[src/rtl/tmr_pkg.sv]
package tmr_pkg;
  typedef enum logic [1:0] {
    MD_TIMER   = 2'd0,
    MD_EVENT   = 2'd1,
    MD_ONESHOT = 2'd2,
    MD_PWM     = 2'd3
  } tmr_mode_e;

  typedef enum logic [1:0] {
    SRC_FULL  = 2'd0,
    SRC_DIV8  = 2'd1,
    SRC_DIV2N = 2'd2,
    SRC_SUB   = 2'd3
  } tmr_src_e;

  typedef enum logic [1:0] {
    TRG_SOFT = 2'd0,
    TRG_RISE = 2'd1,
    TRG_FALL = 2'd2,
    TRG_NBR  = 2'd3
  } tmr_trig_e;

  localparam logic [1:0] A_MODE   = 2'd0;
  localparam logic [1:0] A_RELOAD = 2'd1;
  localparam logic [1:0] A_CTRL   = 2'd2;
endpackage

[src/rtl/tmr_cfg.sv]
module tmr_cfg
  import tmr_pkg::*;
#(
  parameter int W = 16
) (
  input  logic         clk,
  input  logic         rst_n,
  input  logic         wr_en,
  input  logic [1:0]   wr_sel,
  input  logic [W-1:0] wr_data,
  output tmr_mode_e    mode_q,
  output tmr_src_e     src_q,
  output tmr_trig_e    trig_q,
  output logic         start_q,
  output logic [W-1:0] reload_q,
  output logic         mode_wr,
  output logic         reload_wr
);
  logic ctrl_wr;

  assign mode_wr   = wr_en && (wr_sel == A_MODE);
  assign reload_wr = wr_en && (wr_sel == A_RELOAD);
  assign ctrl_wr   = wr_en && (wr_sel == A_CTRL);

  always_ff @(posedge clk) begin
    if (!rst_n) begin
      mode_q   <= MD_TIMER;
      src_q    <= SRC_FULL;
      trig_q   <= TRG_SOFT;
      start_q  <= 1'b0;
      reload_q <= '0;
    end else begin
      if (mode_wr) begin
        mode_q <= tmr_mode_e'(wr_data[1:0]);
        src_q  <= tmr_src_e'(wr_data[3:2]);
      end
      if (reload_wr) reload_q <= wr_data;
      if (ctrl_wr) begin
        start_q <= wr_data[0];
        trig_q  <= tmr_trig_e'(wr_data[2:1]);
      end
    end
  end
endmodule

[src/rtl/tmr_src_sel.sv]
module tmr_src_sel
  import tmr_pkg::*;
#(
  parameter int PRESC_DIV = 32
) (
  input  logic     clk,
  input  logic     rst_n,
  input  tmr_src_e src_sel,
  input  logic     tick_full,
  input  logic     tick_div8,
  input  logic     tick_div2n,
  input  logic     tick_sub,
  input  logic     presc_run,
  output logic     tick
);
  localparam int PW = (PRESC_DIV > 1) ? $clog2(PRESC_DIV) : 1;

  logic       sub_tick;
  logic [3:0] en_vec;

  generate
    if (PRESC_DIV > 1) begin : g_presc
      localparam logic [PW-1:0] LAST = PW'(PRESC_DIV - 1);
      logic [PW-1:0] pcnt_q;

      always_ff @(posedge clk) begin
        if (!rst_n || !presc_run) pcnt_q <= '0;
        else if (tick_sub) pcnt_q <= (pcnt_q == LAST) ? '0 : pcnt_q + 1'b1;
      end

      assign sub_tick = tick_sub && (pcnt_q == LAST);

      // a prescaler held off for two cycles passes no enable
      p_presc_idle_r3: assert property (@(posedge clk) disable iff (!rst_n)
        (!presc_run ##1 !presc_run) |-> !sub_tick)
        else $error("prescaler produced an enable while held");
    end else begin : g_bypass
      assign sub_tick = tick_sub && presc_run;
    end
  endgenerate

  assign en_vec = {sub_tick, tick_div2n, tick_div8, tick_full};
  assign tick   = en_vec[src_sel];
endmodule

[src/rtl/tmr_noise_filt.sv]
module tmr_noise_filt #(
  parameter int LEN = 3
) (
  input  logic clk,
  input  logic rst_n,
  input  logic tick,
  input  logic pin,
  output logic level_q,
  output logic rise_q,
  output logic fall_q
);
  localparam int HW = (LEN > 1) ? LEN - 1 : 1;

  logic [HW-1:0] hist_q;
  logic          agree;

  assign agree = (hist_q == {HW{pin}});

  always_ff @(posedge clk) begin
    if (!rst_n) begin
      hist_q  <= '0;
      level_q <= 1'b0;
      rise_q  <= 1'b0;
      fall_q  <= 1'b0;
    end else begin
      rise_q <= 1'b0;
      fall_q <= 1'b0;
      if (tick) begin
        hist_q <= HW'({hist_q, pin});
        if (agree && (pin != level_q)) begin
          level_q <= pin;
          rise_q  <= pin;
          fall_q  <= !pin;
        end
      end
    end
  end

  // the accepted level never moves between enables
  p_hold_no_tick_r7: assert property (@(posedge clk) disable iff (!rst_n)
    !tick |=> $stable(level_q))
    else $error("filter level moved without an enable");

  // an edge pulse always agrees with the level it reports
  p_edge_level_r7: assert property (@(posedge clk) disable iff (!rst_n)
    (rise_q |-> level_q) and (fall_q |-> !level_q))
    else $error("filter edge pulse disagrees with level");
endmodule

[src/rtl/tmr_core.sv]
module tmr_core
  import tmr_pkg::*;
#(
  parameter int W = 16
) (
  input  logic         clk,
  input  logic         rst_n,
  input  logic         tick,
  input  tmr_mode_e    mode_q,
  input  tmr_trig_e    trig_q,
  input  logic         start_q,
  input  logic [W-1:0] reload_q,
  input  logic [W-1:0] wr_val,
  input  logic         mode_wr,
  input  logic         reload_wr,
  input  logic         ev_rise,
  input  logic         ev_fall,
  input  logic         nbr_flow,
  output logic [W-1:0] cnt_q,
  output logic         pwm_out,
  output logic         irq_q
);
  localparam logic [W-1:0] PMAX = '1;

  logic         start_d;
  logic         active_q;
  logic [W-1:0] duty_q;
  logic         trig_hit;

  always_comb begin
    unique case (trig_q)
      TRG_SOFT: trig_hit = start_q && !start_d;
      TRG_RISE: trig_hit = ev_rise;
      TRG_FALL: trig_hit = ev_fall;
      default:  trig_hit = nbr_flow;
    endcase
  end

  always_ff @(posedge clk) begin
    if (!rst_n) begin
      cnt_q    <= '0;
      duty_q   <= '0;
      active_q <= 1'b0;
      irq_q    <= 1'b0;
      start_d  <= 1'b0;
    end else begin
      start_d <= start_q;
      irq_q   <= 1'b0;
      if (mode_wr) begin
        active_q <= 1'b0;
        cnt_q    <= '0;
      end else if (reload_wr && !start_q && (mode_q != MD_PWM)) begin
        cnt_q <= wr_val;
      end else if (start_q) begin
        unique case (mode_q)
          MD_TIMER, MD_EVENT: begin
            if ((mode_q == MD_TIMER) ? tick : ev_rise) begin
              if (cnt_q == '0) begin
                cnt_q <= reload_q;
                irq_q <= 1'b1;
              end else begin
                cnt_q <= cnt_q - 1'b1;
              end
            end
          end
          MD_ONESHOT: begin
            if (!active_q) begin
              if (trig_hit) begin
                active_q <= 1'b1;
                cnt_q    <= reload_q;
              end
            end else if (tick) begin
              if (cnt_q == '0) begin
                active_q <= 1'b0;
                irq_q    <= 1'b1;
              end else begin
                cnt_q <= cnt_q - 1'b1;
              end
            end
          end
          default: begin
            if (!active_q) begin
              if (trig_hit) begin
                active_q <= 1'b1;
                cnt_q    <= '0;
                duty_q   <= reload_q;
              end
            end else if (tick) begin
              if (cnt_q == PMAX) begin
                cnt_q  <= '0;
                duty_q <= reload_q;
                irq_q  <= 1'b1;
              end else begin
                cnt_q <= cnt_q + 1'b1;
              end
            end
          end
        endcase
      end
    end
  end

  assign pwm_out = (mode_q == MD_PWM) && active_q && (cnt_q < duty_q);

  // an enable at zero in timer mode reloads and raises the request
  p_uf_reload_r4: assert property (@(posedge clk) disable iff (!rst_n)
    (mode_q == MD_TIMER && start_q && tick && cnt_q == '0 && !mode_wr)
      |=> (cnt_q == $past(reload_q)) && irq_q)
    else $error("timer underflow did not reload");

  // a stopped channel keeps its count unless software writes it
  p_freeze_r6: assert property (@(posedge clk) disable iff (!rst_n)
    (!start_q && !mode_wr && !reload_wr) |=> $stable(cnt_q))
    else $error("count moved while stopped");

  // a one-shot request comes with the run already ended
  p_oneshot_done_r9: assert property (@(posedge clk) disable iff (!rst_n)
    (mode_q == MD_ONESHOT && irq_q) |-> !active_q)
    else $error("one-shot still active after its request");

  // duty only changes at a period wrap
  p_duty_hold_r11: assert property (@(posedge clk) disable iff (!rst_n)
    (mode_q == MD_PWM && active_q && !(start_q && tick && cnt_q == PMAX))
      |=> $stable(duty_q))
    else $error("duty changed inside a period");
endmodule

[src/rtl/mm_timer_chan.sv]
module mm_timer_chan
  import tmr_pkg::*;
#(
  parameter int CNT_W     = 16,
  parameter int FILT_LEN  = 3,
  parameter int PRESC_DIV = 32
) (
  input  logic             clk,
  input  logic             rst_n,
  input  logic             tick_full,
  input  logic             tick_div8,
  input  logic             tick_div2n,
  input  logic             tick_sub,
  input  logic             presc_run,
  input  logic             ext_pin,
  input  logic             nbr_flow,
  input  logic             wr_en,
  input  logic [1:0]       wr_sel,
  input  logic [CNT_W-1:0] wr_data,
  output logic [CNT_W-1:0] count_val,
  output logic             pwm_out,
  output logic             irq
);
  tmr_mode_e        mode_q;
  tmr_src_e         src_q;
  tmr_trig_e        trig_q;
  logic             start_q;
  logic [CNT_W-1:0] reload_q;
  logic             mode_wr;
  logic             reload_wr;
  logic             tick;
  logic             pin_level;
  logic             pin_rise;
  logic             pin_fall;

  tmr_cfg #(.W(CNT_W)) u_cfg (
    .clk       (clk),
    .rst_n     (rst_n),
    .wr_en     (wr_en),
    .wr_sel    (wr_sel),
    .wr_data   (wr_data),
    .mode_q    (mode_q),
    .src_q     (src_q),
    .trig_q    (trig_q),
    .start_q   (start_q),
    .reload_q  (reload_q),
    .mode_wr   (mode_wr),
    .reload_wr (reload_wr)
  );

  tmr_src_sel #(.PRESC_DIV(PRESC_DIV)) u_src (
    .clk        (clk),
    .rst_n      (rst_n),
    .src_sel    (src_q),
    .tick_full  (tick_full),
    .tick_div8  (tick_div8),
    .tick_div2n (tick_div2n),
    .tick_sub   (tick_sub),
    .presc_run  (presc_run),
    .tick       (tick)
  );

  tmr_noise_filt #(.LEN(FILT_LEN)) u_filt (
    .clk     (clk),
    .rst_n   (rst_n),
    .tick    (tick),
    .pin     (ext_pin),
    .level_q (pin_level),
    .rise_q  (pin_rise),
    .fall_q  (pin_fall)
  );

  tmr_core #(.W(CNT_W)) u_core (
    .clk       (clk),
    .rst_n     (rst_n),
    .tick      (tick),
    .mode_q    (mode_q),
    .trig_q    (trig_q),
    .start_q   (start_q),
    .reload_q  (reload_q),
    .wr_val    (wr_data),
    .mode_wr   (mode_wr),
    .reload_wr (reload_wr),
    .ev_rise   (pin_rise),
    .ev_fall   (pin_fall),
    .nbr_flow  (nbr_flow),
    .cnt_q     (count_val),
    .pwm_out   (pwm_out),
    .irq_q     (irq)
  );

  // a mode write leaves a zero count behind it
  p_mode_clear_r12: assert property (@(posedge clk) disable iff (!rst_n)
    mode_wr |=> (count_val == '0) && !pwm_out)
    else $error("mode write did not clear the channel");

  // no request while the filtered level is idle right after reset
  p_reset_idle_r1: assert property (@(posedge clk)
    !rst_n |=> (count_val == '0) && !irq && !pin_level)
    else $error("reset state wrong");
endmodule

[config.mk]
export PLATFORM = sky130hd
export DESIGN_NAME = mm_timer_chan
export DESIGN_NICKNAME = d
export VERILOG_FILES = /design/src/rtl/tmr_pkg.sv /design/src/rtl/tmr_cfg.sv /design/src/rtl/tmr_src_sel.sv /design/src/rtl/tmr_noise_filt.sv /design/src/rtl/tmr_core.sv /design/src/rtl/mm_timer_chan.sv
export SDC_FILE = /design/constraint.sdc
export NUM_CORES = 1
export LEC_CHECK = 0
export ABC_AREA = 1
export BUFFER_PORTS_ARGS = -buffer_cell sky130_fd_sc_hd__buf_2
export CAP_MARGIN = 20
export CORE_UTILIZATION = 40
export CTS_CLUSTER_SIZE = 24
export DETAILED_ROUTE_END_ITERATION = 12
export PLACE_DENSITY_LB_ADDON = 0.1
export SLEW_MARGIN = 20
export SYNTH_ARGS = -nofsm -noshare
export SYNTH_HDL_FRONTEND = slang
export SYNTH_SLANG_ARGS = --single-unit
[constraint.sdc]
create_clock -name clk -period 3.7 [get_ports clk]
set_clock_uncertainty 0.15 [all_clocks]
set_input_delay 0.185 -clock clk [delete_from_list [all_inputs] [get_ports clk]]
set_output_delay 0.185 -clock clk [all_outputs]
set_load 0.05 [all_outputs]
==> flow_summary.json <==
{
  "starting_density_pct": 41.5,
  "row_count": 37,
  "worst_slew_margin_rel_pct": 46.3,
  "die_area_um2": 11200,
  "cp_data_required_time_ns": 3.37,
  "detailedRoute.firstPassIterationCount": 7,
  "detailed_place_hpwl_mm": 8.34,
  "drt-wirelength-per-cell_um": 14.3,
  "vdd.ir_drop.worst_v": 0.000177,
  "fin_crit_ns": 2.83,
  "yosysMostFrequentCell": "sky130_fd_sc_hd__nand2_1",
  "dp.cells": 789,
  "final_area_um2": 4960,
  "detail_route.drc_violations": 0,
  "power-per-cell-area_nw_per_um2": 408,
  "core_um2": 10400,
  "worstHoldPathType": "input pin to flop",
  "instances_no_fill": 823,
  "yosys-top-cells-area": "sky130_fd_sc_hd__dfxtp_1 (31%), sky130_fd_sc_hd__nand2_1 (9.4%), sky130_fd_sc_hd__nor2_1 (8.4%), sky130_fd_sc_hd__o21ai_0 (6.3%), sky130_fd_sc_hd__ha_1 (5.8%)",
  "portion_of_synthesized_cell_area_occupied_by_the_leading_cell_type_pct": 31.5,
  "cts_buffer_depth": 2,
  "layout.filler_cells": 1092,
  "ys.warnings.count": 0,
  "layout-drive-gt1-share_pct": 14.6,
  "achievable-frequency_mhz": 353,
  "timing.final.crit_share_pct": 76.5,
  "grt_util_all_layers_pct": 22.3,
  "synthesis.area_per_instance_um2": 6.84,
  "grt_remaining_overflow": 0,
  "setup.worst_path.end_class": "output pin",
  "synth_cell_type_count": 38,
  "clock_sink_count": 68,
  "crit_arrival_ns": 2.49,
  "cell_area_after_placement_um2": 4550,
  "synth_top_flop_cell": "sky130_fd_sc_hd__dfxtp_1",
  "place.gp.congestion": 0.867,
  "cts_tree": "done",
  "grt_start_max_net_pins": 48,
  "antenna_found_initial": 0,
  "drtAntennaViolNets": 0,
  "routedLengthMet1_mm": 5.53,
  "tightest_slew_ns": 0.805,
  "clk-insertion-delay-late_ns": 0.36,
  "synth_common_cells": "sky130_fd_sc_hd__nand2_1 (108), sky130_fd_sc_hd__nor2_1 (97), sky130_fd_sc_hd__dfxtp_1 (68)",
  "initialDrtViolationCount": 150,
  "met2_length_mm": 5.53,
  "detailroute.via_count": 4161,
  "synth-edff-count": 0,
  "share_seq_of_total_power_pct": 40.2,
  "area_overhead_vs_synth_pct": 14.9,
  "synth_fp_nets": 680,
  "number_of_h_tree_levels": 3,
  "status": "finished clean",
  "finalNetCount": 731,
  "vias_per_cell": 5.06,
  "synth_seq_area_share_pct": 31.5,
  "comb_power_share_pct": 24.5,
  "synthesis.instances": 632,
  "clock_pin_slew_worst_setup_and_hold_paths_ns": 0.08,
  "floorplan.die.width_um": 106,
  "cts-buffers-inserted": 9,
  "clk_network_pwr_share_pct": 35.4,
  "criticalPathCategory": "flop to output pin",
  "first_global_vias": 4022,
  "finalHoldViolCount": 0,
  "io_buffers": 45,
  "ys_seq_elements": 68,
  "met3WireLength_um": 455,
  "synth_async_sr_flop_share_pct": 0,
  "post-synth-top-area-cell": "sky130_fd_sc_hd__dfxtp_1",
  "leakagePower_nw": 2.19,
  "finalHoldWorstSlack_ns": 0.00705,
  "drt_wl_total_mm": 11.8,
  "total_power_mw": 2.02,
  "fin_tns_setup_ns": 0,
  "cap_viol_max_count": 0,
  "setup_viol": 0,
  "worstPathMaxFanout": 9,
  "sw_frac_of_total_pct": 33.7,
  "drv_slew": 0,
  "clock-root-buffer": "sky130_fd_sc_hd__clkbuf_8",
  "post_cts.repair.setup_buffers": 0,
  "startpoint_type": "flop",
  "die_height_um": 106,
  "design.portCount": 46,
  "num_antenna_cells": 0,
  "net_switching_power_uw": 682,
  "setup_repair_after_global_routing_missed_its_margin": "no",
  "synthesis.area_um2": 4320,
  "internal_power_mw": 1.34,
  "top_signal_layer_used": "met4",
  "first_pass_grt_wire_length_mm": 19.7
}
timing repair:
action,CTS,global route
resized for setup,0,0
endpoints found under the hold margin,19,0
hold buffers,19,0
layer usage:
| layer | global-route usage (%) | vias up |
|---|---|---|
| met4 | 7.94 | 0 |
| met5 | 0 | - |
| met3 | 3.49 | 20 |
| met1 | 28.4 | 1893 |
| li1 | - | 2167 |
| met2 | 37.9 | 81 |
power groups by stage:
| stage | Clock [mW] | Sequential (mW) | Combinational (mW) |
|---|---|---|---|
| detailed placement | 0 | 0.829 | 0.482 |
| global placement | 0 | 0.828 | 0.478 |
| CTS | 0.724 | 0.812 | 0.498 |
| finish | 0.715 | 0.813 | 0.495 |
| floorplan | 0 | 0.849 | 0.339 |
| global route | 0.758 | 0.820 | 0.559 |
state kept, by name, summed over array words and instances (netlist names):
signal and count:
u_cfg.mode_q 2, u_cfg.reload_q 16, u_cfg.src_q 2, u_cfg.start_q 1, u_cfg.trig_q 2, u_core.active_q 1
u_core.cnt_q 16, u_core.duty_q 16, u_core.irq_q 1, u_core.start_d 1, u_filt.fall_q 1, u_filt.hist_q 2
u_filt.level_q 1, u_filt.rise_q 1, u_src.g_presc.pcnt_q 5
final cells by class:
type	count	area (µm²)	share of cell area (%)
timing repair buffer	67	438	8.82
inverter	69	259	5.22
clock inverter	4	72.6	1.46
multi-input combinational	468	2510	50.6
clock buffer	11	151	3.05
sequential	68	1360	27.4
tap	136	170	3.43
worst max-delay path, stage by stage, from the launching register on:
cell	delay [ns]
sky130_fd_sc_hd__dfxtp_1	0.58
sky130_fd_sc_hd__ha_1	0.32
sky130_fd_sc_hd__a21oi_1	0.14
sky130_fd_sc_hd__o21ai_0	0.16
sky130_fd_sc_hd__nor3b_1	0.18
sky130_fd_sc_hd__o21ai_0	0.32
sky130_fd_sc_hd__nand2_1	0.08
sky130_fd_sc_hd__nor2_1	0.08
sky130_fd_sc_hd__buf_2	0.27
through the flow:
stage	worst slack [ns]	util [%]
after floorplan	1.12	-
after global placement	1.00	43.7
after detailed placement	0.916	43.7
after CTS	0.855	47.7
after global routing	0.624	47.7
final	0.871	47.7
logic make-up (layout without fill, tap and decap cells):
family          after synthesis  count (layout)  share of synthesized area, %
compound gates              134             134                          17.3
fa+ha+maj                    20              20                          5.79
xor+xnor                     18              18                          3.65
flops                        68              68                          31.5
simple gates                296             296                          31.3
buf+inv                      96             151                          10.4
cells in the final DEF (no fill, tap or decap), types with 11 or more instances in the layout:
master | synthesis | routed
sky130_fd_sc_hd__o21ai_0 | 54 | 54
sky130_fd_sc_hd__ha_1 | 20 | 20
sky130_fd_sc_hd__dfxtp_1 | 68 | 68
sky130_fd_sc_hd__nor2_1 | 97 | 97
sky130_fd_sc_hd__xor2_1 | 17 | 17
sky130_fd_sc_hd__a21oi_1 | 40 | 40
sky130_fd_sc_hd__buf_2 | 5 | 45
sky130_fd_sc_hd__nand2_1 | 108 | 108
sky130_fd_sc_hd__dlygate4sd3_1 | 0 | 19
sky130_fd_sc_hd__o21bai_1 | 15 | 15
sky130_fd_sc_hd__nor3_1 | 17 | 17
sky130_fd_sc_hd__inv_1 | 65 | 65
sky130_fd_sc_hd__clkbuf_8 | 0 | 11
sky130_fd_sc_hd__o21ai_1 | 11 | 11
sky130_fd_sc_hd__nand3_1 | 37 | 37
path summary, 6_finish.rpt:
check	start	end	slack (ns)	cells past startpoint
setup / recovery	u_core.cnt_q[3]	pwm_out	0.87	8
hold / removal	wr_data[2]	u_cfg.reload_q[2]	0.007	3
setup reg to reg	u_src.g_presc.pcnt_q[1]	u_core.cnt_q[9]	0.93	13
hold reg to reg	u_core.duty_q[0]	u_core.duty_q[0]	0.30	2
Note: power is estimated with default switching activity, not from simulation.
